[config.mk]
export PLATFORM = sky130hd
export DESIGN_NAME = sertx_dbuf
export DESIGN_NICKNAME = d
export VERILOG_FILES = /design/src/rtl/sertx_pkg.sv /design/src/rtl/sertx_hold.sv /design/src/rtl/sertx_frame.sv /design/src/rtl/sertx_shift.sv /design/src/rtl/sertx_dbuf.sv
export SDC_FILE = /design/constraint.sdc
export NUM_CORES = 1
export LEC_CHECK = 0
export ABC_CLOCK_PERIOD_IN_PS = 6650
export BUFFER_PORTS_ARGS = -buffer_cell sky130_fd_sc_hd__clkbuf_2
export CORE_ASPECT_RATIO = 0.75
export CORE_UTILIZATION = 55
export DETAILED_ROUTE_END_ITERATION = 7
export PLACE_DENSITY = 0.76
export SYNTH_ARGS = -nofsm -noshare
export SYNTH_HDL_FRONTEND = slang
export SYNTH_SLANG_ARGS = --single-unit
[constraint.sdc]
create_clock -name clk -period 6.65 [get_ports clk]
set_clock_uncertainty 0.15 [all_clocks]
set_input_delay 0.665 -clock clk [delete_from_list [all_inputs] [get_ports clk]]
set_output_delay 0.665 -clock clk [all_outputs]
set_load 0.005 [all_outputs]
[src/rtl/sertx_pkg.sv]
package sertx_pkg;

  // Parity mode codes seen on the cfg_parity input
  typedef enum logic [2:0] {
    PAR_EVEN = 3'd0,
    PAR_ODD  = 3'd1,
    PAR_ZERO = 3'd2,
    PAR_ONE  = 3'd3,
    PAR_NONE = 3'd4
  } par_mode_e;

  // Parity bit for a mode, given the XOR of the data bits
  function automatic logic parity_value(input logic [2:0] mode, input logic xor_data);
    logic v;
    case (mode)
      3'(PAR_EVEN): v = xor_data;
      3'(PAR_ODD):  v = ~xor_data;
      3'(PAR_ZERO): v = 1'b0;
      3'(PAR_ONE):  v = 1'b1;
      default:      v = 1'b1;
    endcase
    return v;
  endfunction

  function automatic logic parity_used(input logic [2:0] mode);
    return (mode <= 3'(PAR_ONE));
  endfunction

endpackage

[src/rtl/sertx_hold.sv]
module sertx_hold #(
  parameter int DW = 9
) (
  input  logic          clk,
  input  logic          rst_n,
  input  logic          en,
  input  logic          wr_valid,
  input  logic [DW-1:0] wr_data,
  input  logic          take,
  output logic          full,
  output logic [DW-1:0] data
);

  logic          full_q, full_d;
  logic [DW-1:0] data_q;
  logic          accept;

  assign accept = en & wr_valid & ~full_q;

  always_comb begin
    full_d = full_q;
    if (!en)
      full_d = 1'b0;
    else if (take)
      full_d = 1'b0;
    else if (accept)
      full_d = 1'b1;
  end

  always_ff @(posedge clk or negedge rst_n) begin
    if (!rst_n)
      full_q <= 1'b0;
    else
      full_q <= full_d;
  end

  // Data register with explicit clock enable
  always_ff @(posedge clk or negedge rst_n) begin
    if (!rst_n)
      data_q <= '0;
    else if (accept)
      data_q <= wr_data;
  end

  assign full = full_q;
  assign data = data_q;

endmodule

[src/rtl/sertx_frame.sv]
module sertx_frame
  import sertx_pkg::*;
#(
  parameter int MAX_LEN = 9,
  parameter int MIN_LEN = 5,
  parameter int LEN_W   = 4,
  parameter int FW      = 13,
  parameter int CW      = 4
) (
  input  logic [MAX_LEN-1:0] data,
  input  logic [LEN_W-1:0]   len_cfg,
  input  logic               msb_first,
  input  logic [2:0]         par_cfg,
  input  logic               two_stop,
  output logic [FW-1:0]      frame,
  output logic [CW-1:0]      nbits
);

  logic [LEN_W-1:0]   len_eff;
  logic [MAX_LEN-1:0] mask;
  logic [MAX_LEN-1:0] dbits;
  logic               par_en;
  logic               par_bit;

  // Clamp the length into the legal range
  always_comb begin
    if (len_cfg < LEN_W'(MIN_LEN))
      len_eff = LEN_W'(MIN_LEN);
    else if (len_cfg > LEN_W'(MAX_LEN))
      len_eff = LEN_W'(MAX_LEN);
    else
      len_eff = len_cfg;
  end

  // Per-position data select: position p is the p-th data bit on the line
  for (genvar p = 0; p < MAX_LEN; p++) begin : g_pos
    logic sel;
    assign mask[p] = (LEN_W'(p) < len_eff);
    always_comb begin
      sel = 1'b0;
      for (int j = 0; j < MAX_LEN; j++) begin
        if (msb_first) begin
          if (LEN_W'(j) == (len_eff - LEN_W'(p + 1)))
            sel = data[j];
        end else if (j == p) begin
          sel = data[j];
        end
      end
    end
    assign dbits[p] = mask[p] & sel;
  end

  assign par_en  = parity_used(par_cfg);
  assign par_bit = parity_value(par_cfg, ^(data & mask));

  // Frame vector, bit 0 leaves first; unused upper bits stay 1 (stop/idle)
  always_comb begin
    frame    = '1;
    frame[0] = 1'b0;
    for (int k = 0; k < MAX_LEN; k++)
      if (mask[k])
        frame[k+1] = dbits[k];
    if (par_en)
      for (int k = MIN_LEN; k <= MAX_LEN; k++)
        if (LEN_W'(k) == len_eff)
          frame[k+1] = par_bit;
    nbits = CW'(len_eff) + CW'(2) + CW'(par_en) + CW'(two_stop);
  end

endmodule

[src/rtl/sertx_shift.sv]
module sertx_shift #(
  parameter int FW = 13,
  parameter int CW = 4
) (
  input  logic          clk,
  input  logic          rst_n,
  input  logic          en,
  input  logic          tick,
  input  logic          have_char,
  input  logic [FW-1:0] frame_in,
  input  logic [CW-1:0] nbits_in,
  output logic          take,
  output logic          busy,
  output logic          txd
);

  logic          busy_q, busy_d;
  logic [FW-1:0] sh_q, sh_d;
  logic [CW-1:0] cnt_q, cnt_d;
  logic          last_bit;

  assign last_bit = (cnt_q == CW'(1));
  assign take     = en & tick & have_char & (~busy_q | last_bit);

  always_comb begin
    busy_d = busy_q;
    sh_d   = sh_q;
    cnt_d  = cnt_q;
    if (!en) begin
      busy_d = 1'b0;
      sh_d   = '1;
      cnt_d  = '0;
    end else if (tick) begin
      if (take) begin
        busy_d = 1'b1;
        sh_d   = frame_in;
        cnt_d  = nbits_in;
      end else if (busy_q) begin
        if (last_bit) begin
          busy_d = 1'b0;
          sh_d   = '1;
          cnt_d  = '0;
        end else begin
          sh_d  = {1'b1, sh_q[FW-1:1]};
          cnt_d = cnt_q - CW'(1);
        end
      end
    end
  end

  always_ff @(posedge clk or negedge rst_n) begin
    if (!rst_n) begin
      busy_q <= 1'b0;
      sh_q   <= '1;
      cnt_q  <= '0;
    end else begin
      busy_q <= busy_d;
      sh_q   <= sh_d;
      cnt_q  <= cnt_d;
    end
  end

  assign busy = busy_q;
  assign txd  = sh_q[0];

endmodule

[src/rtl/sertx_dbuf.sv]
module sertx_dbuf #(
  parameter int MAX_LEN = 9,
  parameter int MIN_LEN = 5,
  localparam int LEN_W  = $clog2(MAX_LEN + 1)
) (
  input  logic               clk,
  input  logic               rst_n,
  input  logic               tx_en,
  input  logic               baud_tick,
  input  logic [LEN_W-1:0]   cfg_len,
  input  logic               cfg_msb_first,
  input  logic [2:0]         cfg_parity,
  input  logic               cfg_two_stop,
  input  logic               wr_valid,
  input  logic [MAX_LEN-1:0] wr_char,
  output logic               txd,
  output logic               ready,
  output logic               empty
);

  localparam int FW = MAX_LEN + 4;
  localparam int CW = $clog2(FW + 1);

  logic               hold_full;
  logic [MAX_LEN-1:0] hold_data;
  logic               take;
  logic               busy;
  logic [FW-1:0]      frame;
  logic [CW-1:0]      nbits;

  sertx_hold #(.DW(MAX_LEN)) u_hold (
    .clk      (clk),
    .rst_n    (rst_n),
    .en       (tx_en),
    .wr_valid (wr_valid),
    .wr_data  (wr_char),
    .take     (take),
    .full     (hold_full),
    .data     (hold_data)
  );

  sertx_frame #(
    .MAX_LEN (MAX_LEN),
    .MIN_LEN (MIN_LEN),
    .LEN_W   (LEN_W),
    .FW      (FW),
    .CW      (CW)
  ) u_frame (
    .data      (hold_data),
    .len_cfg   (cfg_len),
    .msb_first (cfg_msb_first),
    .par_cfg   (cfg_parity),
    .two_stop  (cfg_two_stop),
    .frame     (frame),
    .nbits     (nbits)
  );

  sertx_shift #(.FW(FW), .CW(CW)) u_shift (
    .clk       (clk),
    .rst_n     (rst_n),
    .en        (tx_en),
    .tick      (baud_tick),
    .have_char (hold_full),
    .frame_in  (frame),
    .nbits_in  (nbits),
    .take      (take),
    .busy      (busy),
    .txd       (txd)
  );

  assign ready = tx_en & ~hold_full;
  assign empty = tx_en & ~hold_full & ~busy;

endmodule

==> flow_summary_export.csv, run 1 <==
group,metric,value,unit
run_status,outcome,"complete, but fails checks",
run_status,violations,"DRC",
logic_synthesis,synth_edf_count,0,
power,p_int,0.000344,W
grt,grt-ovfl-total,0,
cells_and_area,drive_above_1_share,20.5,%
power,clock_power_share,24.7,%
cells_and_area,final_cell_mix,"nand2_1 (29), nor2_1 (25), clkbuf_2 (25), o21ai_0 (20), a21oi_1 (20)",
power,seqPwrFrac,41.4,%
power,p_leak,1.01,nW
cells_and_area,final_common_cell,"nand2_1",
setup_path,worstReg2RegEnd,"u_shift.sh_q[1]",
logic_synthesis,synthFlopType,"dfrtp_1",
logic_synthesis,syn_nets,318,
logic_synthesis,ys_ff_latch,26,
power,combPwrFrac,33.9,%
clock_tree,cts_buffers,3,
min_path,min_path_type,"in2async",
clock_tree,cts_root_buffer,"clkbuf_8",
placement,dp_cells,343,
grt,antenna_found_initial,0,
cells_and_area,areaGrowthSynthToFinish,6.61,%
setup_path,cp-end-kind,"register",
logic_synthesis,synth.cell_area,2350,µm²
drt,avgViaCountPerCell,6.62,
power,swShare,35.7,%
logic_synthesis,postSynthCellCount,286,
logic_synthesis,yosysWarnings,0,
power,vdd_drop_max,180,µV
setup_path,reg2reg_from,"u_shift.cnt_q[1]",
floorplan,fp.dieW,77.4,µm
timing,setup_viol_count_final,0,
drt,wl_per_cell,17.9,µm
drt,drt_iter0_markers,240,
floorplan,rows,20,
placement,io_buffers,25,
grt,grt_pass1_vias,1995,
placement,place_hpwl,4.50,mm
clock_tree,clk_latency,0.27,ns
clock_tree,cts-resized-gates,0,
grt,grt_max_degree,27,
setup_path,r2r_slack,3.67,ns
floorplan,start_util,57.5,%
floorplan,die_y,58.6,µm
drt,wirelength,6.20,mm
floorplan,dieArea,4540,µm²
drt,firstDrtPassIters,8,
clock_tree,postCtsHoldBufs,0,
timing,finalMaxSlewViolations,0,
logic_synthesis,synth_area_per_cell,8.21,µm²
drt,drc_errors,1,
timing,tns,0,ns
timing,fmax,280,MHz
logic_synthesis,ys_seq_area_share,28.3,%
logic_synthesis,synth_cell_types,62,
setup_path,cp.required,6.68,ns
setup_path,r2r_cells,8,
timing,grt_setup_unrepaired,"false",
placement,place_ws,2.80,ns
clock_tree,cts_max_path_buffers,2,
setup_path,cp_max_fo,21,
run,timing.max_cap.violations,0,
timing,period_share,53.8,%
drt,routed-via-count,2297,
floorplan,core-area,4080,µm²
setup_path,crit_arrival,3.61,ns
cells_and_area,diodes,0,
grt,grt_pass1_wl,10.2,mm
timing,relSlewSlack,37.4,%
setup_path,cp-start-kind,"primary input",
clock_tree,cts_tree,"built",
clock_tree,cts.sinks,26,
floorplan,io_pins,26,
cells_and_area,nNetsFinal,325,
placement,gp_congestion,0.979,
timing,fin_ws,3.07,ns
power,p_sw,0.000191,W
power,power_per_cell_area,214,nW/µm²
timing,hold_violations,0,
clock_tree,clk_pin_slew_worst_paths,0.10,ns
cells_and_area,instances_no_fill,347,
drt,ant_nets,0,
setup_path,path_class,"in2reg",
clock_tree,cts_setup_buffers,0,
clock_tree,cts.htree.levels,1,
logic_synthesis,async_reset_ff_share,100,%
timing,worst_slew_pin_slew,0.935,ns
timing,finalCriticalPeriod,3.58,ns
grt,grtUsageTotal,28.7,%
## layout make-up
class / count / area, µm²
multi-input combinational: 227 / 1540
clock inverter: 1 / 30.0
timing repair buffer: 25 / 125
tap: 55 / 68.8
clock buffer: 3 / 41.3
fill: 359 / 1580
inverter: 10 / 37.5
sequential: 26 / 664
## through the flow
step	area [µm²]	hold WS [ns]	power, W	util [%]
2_1_floorplan	2350	0.219	0.000351	-
3_3_place_gp	2430	0.323	0.000397	59.6
3_5_place_dp	2430	0.337	0.000401	59.6
4_1_cts	2500	0.272	0.000533	61.3
5_1_grt	2500	0.296	0.000563	61.3
6_report	2500	0.252	0.000535	61.3
## cells by family after synthesis
group	synth area share (%)
buffers and inverters	6.29
xor gates and xnor gates	4.48
muxes	6.50
adders and majority gates	5.12
AOI/OAI and AO/OA	27.0
and+or+nand+nor	22.3
DFF	28.3
## worst max path at each step
stage                            endpoint       start  cells after the start
final                     u_shift.sh_q[6]  cfg_len[3]                     11
after global routing      u_shift.sh_q[8]  cfg_len[3]                     11
after CTS                 u_shift.sh_q[8]  cfg_len[3]                     11
after detailed placement  u_shift.sh_q[6]  cfg_len[3]                     11
after global placement    u_shift.sh_q[8]  cfg_len[3]                     11
after floorplan           u_shift.sh_q[8]  cfg_len[3]                     12
## sequential cells by signal (all words and copies together), names as in the netlist
name / count
u_shift.cnt_q: 4
u_hold.full: 1
u_hold.data: 9
u_shift.sh_q: 11
u_shift.busy: 1
## power groups by stage
stage / combinational (W) / clock (W) / sequential (W)
floorplan: 0.000154 / 0 / 0.000197
global placement: 0.000175 / 0 / 0.000222
detailed placement: 0.000179 / 0 / 0.000222
CTS: 0.000180 / 0.000134 / 0.000219
global route: 0.000200 / 0.000139 / 0.000224
finish: 0.000182 / 0.000132 / 0.000221
## worst max-delay path, stage by stage
cell	delay, ns
clkbuf_2	0.28
nand3b_2	0.48
inv_1	0.28
ha_1	0.43
nand2b_4	0.06
a31oi_1	0.21
and3b_2	0.24
or3_1	0.34
mux2i_1	0.17
xnor2_1	0.26
a41oi_1	0.19
## per-layer routing
layer / vias to the layer above / track usage, % / part of all wire, %
met5: - / 0 / 0
met4: 0 / 6.74 / 1.4
met3: 10 / 5.58 / 10
met2: 151 / 41.5 / 42
met1: 1071 / 44.0 / 47
li1: 1065 / - / -
## cell usage after synthesis, drive strengths merged, types with 5 or more instances
cell	count	area share (%)
a21oi	20	4.3
a31oi	6	1.6
buf	10	2.6
clkbuf	13	2.1
dfrtp	15	16
dfstp	11	12
ha	8	4.3
inv	10	1.6
mux2	10	4.8
nand2	29	4.6
nand2b	6	1.9
nand3	5	1.1
nor2	25	4.0
nor3	7	1.5
o21ai	20	4.3
xnor2	9	3.4
(Power assumes the default switching activity.)
==> inputs of run 2 (changes only) <==
- ABC_CLOCK_PERIOD_IN_PS: 6650 -> 2900
- CORE_UTILIZATION: 55 -> 53
- clock period: 6.65 -> 2.9 ns (I/O delays scaled with it)
==> run 2 against run 1 <==
The run now ends clean. Utilization grew 1.5 points. Register-to-register slack lost 3.1 ns. Worst hold slack lost 0.17 ns. Sequential power grew 120%. Global-route usage grew 1.3 points. First-iteration DRC count grew 9.6%.
==> flow_summary_export.csv, run 2 (synthesized netlist as in run 1, its figures left out) <==
group,metric,value,unit
drt,ant_nets,0,
grt,grtUsageTotal,30.0,%
timing,relSlewSlack,55.3,%
setup_path,crit_slowest_cell,"or3_1",
timing,tns,0,ns
floorplan,rows,20,
drt,wl_per_cell,18.1,µm
grt,use_met1,44.6,%
placement,placedInstanceArea,2530,µm²
grt,grt-busiest-layer,"met2",
setup_path,cp-start-kind,"primary input",
setup_path,path_cells,"clkbuf_2 > buf_4 > inv_1 > ha_1 > nand2b_4 > a31oi_1 > and3b_2 > or3_1 > mux2i_1 > xnor2_1 > a41oi_1",
floorplan,dieArea,4700,µm²
clock_tree,clk_pin_slew_worst_paths,0.09,ns
min_path,min_path_type,"in2reg",
floorplan,fp.dieW,78.8,µm
clock_tree,cts_tree,"built",
cells_and_area,drive_above_1_share,23.9,%
floorplan,start_util,56.5,%
grt,grt_pass1_wl,10.6,mm
clock_tree,cts-resized-gates,0,
grt,grt_pass1_vias,2113,
timing,hold_violations,0,
placement,io_buffers,25,
floorplan,die_y,59.6,µm
timing,period_share,83.3,%
setup_path,path_buf_inv,3,
min_path,holdCritStartpoint,"wr_char[2]",
drt,drc_errors,0,
cells_and_area,largest_reg_flops,11,
grt,use_met3,5.69,%
drt,avgViaCountPerCell,6.57,
setup_path,max_stage_delay,0.35,ns
setup_path,crit_start,"cfg_len[3]",
clock_tree,cts_buffers,3,
drt,routed-via-count,2370,
timing,worst_slew_pin_slew,0.670,ns
grt,gr-usage-met2,44.7,%
cells_and_area,areaGrowthSynthToFinish,11.2,%
timing,setup_viol_count_final,0,
timing,finalMaxSlewViolations,0,
clock_tree,cts.htree.levels,1,
timing,finalCriticalPeriod,2.41,ns
cells_and_area,postLayoutCellArea,2610,µm²
clock_tree,postCtsHoldBufs,1,
power,p_leak,1.08,nW
cells_and_area,top_register,"u_shift.sh_q",
setup_path,cp-end-kind,"register",
drt,firstDrtPassIters,6,
grt,grt-ovfl-total,0,
clock_tree,clk_latency,0.28,ns
grt,grt_max_degree,27,
setup_path,reg2reg_from,"u_hold.data[4]",
clock_tree,cts.sinks,26,
cells_and_area,nNetsFinal,339,
timing,grt_setup_unrepaired,"false",
drt,drt_iter0_markers,263,
grt,antenna_found_initial,0,
setup_path,path_class,"in2reg",
timing,fmax,414,MHz
floorplan,core-area,4150,µm²
setup_path,critical_path.top_delay_family,"simple AND/OR/NAND/NOR gates",
run_status,outcome,"completed",
cells_and_area,final_common_cell,"nand2_1",
power,power_per_cell_area,483,nW/µm²
floorplan,io_pins,26,
setup_path,cp.required,2.93,ns
cells_and_area,final_cell_mix,"nand2_1 (29), nor2_1 (25), clkbuf_2 (25), o21ai_0 (20), a21oi_1 (20)",
clock_tree,cts_setup_buffers,0,
power,vdd_drop_max,336,µV
placement,gp_congestion,0.929,
setup_path,crit_arrival,2.44,ns
clock_tree,cts_root_buffer,"clkbuf_8",
drt,wirelength,6.53,mm
cells_and_area,diodes,0,
setup_path,cp_max_fo,19,
run,timing.max_cap.violations,0,
placement,place_hpwl,4.91,mm
clock_tree,cts_max_path_buffers,2,
-- run 2: worst paths after layout --
kind / to / slack [ns] / cells past startpoint
min reg2reg: u_shift.sh_q[5] / 0.34 / 2
min: u_hold.data[2] / 0.09 / 2
max reg2reg: u_shift.sh_q[8] / 0.55 / 7
min in group asynchronous: u_shift.cnt_q[0] / 0.42 / 2
max in group asynchronous: u_hold.data[1] / 1.74 / 2
max: u_shift.sh_q[8] / 0.49 / 11
-- run 2: where the power goes --
part           internal [W]  switching, W
clock              0.000185      0.000122
sequential         0.000419     0.0000698
combinational      0.000206      0.000259
total              0.000810      0.000451
-- run 2: stage by stage --
step / hold WS, ns / worst slack (ns) / power (W) / utilization (%) / cells
floorplan: -0.156 / 0.0674 / 0.000805 / - / 286
global placement: 0.202 / 0.240 / 0.000930 / 60.9 / 356
detailed placement: 0.210 / 0.210 / 0.000947 / 60.9 / 356
CTS: 0.0833 / 0.495 / 0.00126 / 62.8 / 361
global route: 0.0841 / 0.344 / 0.00133 / 62.8 / 361
finish: 0.0853 / 0.485 / 0.00126 / 62.8 / 361
-- run 2: final cells by class --
class / count / area [µm²]
clock buffer: 3 / 41.3
clock inverter: 1 / 30.0
fill: 388 / 1540
inverter: 10 / 37.5
multi-input combinational: 227 / 1540
sequential: 26 / 664
tap: 55 / 68.8
timing repair buffer: 39 / 233
-- run 2: per-layer routing --
layer,vias up,part of all wire [%],wire length [µm]
met5,-,0,0
met4,0,0.87,57
met3,10,9.5,619
met2,139,43,2830
met1,1130,46,3020
li1,1091,-,-
-- run 2: worst register-to-register path: cells and delay by family (launching register included) --
family,cells,cell delay (ns)
compound gates,1,0.21
xor+xnor,5,1.17
flops,1,0.56
mux,1,0.15
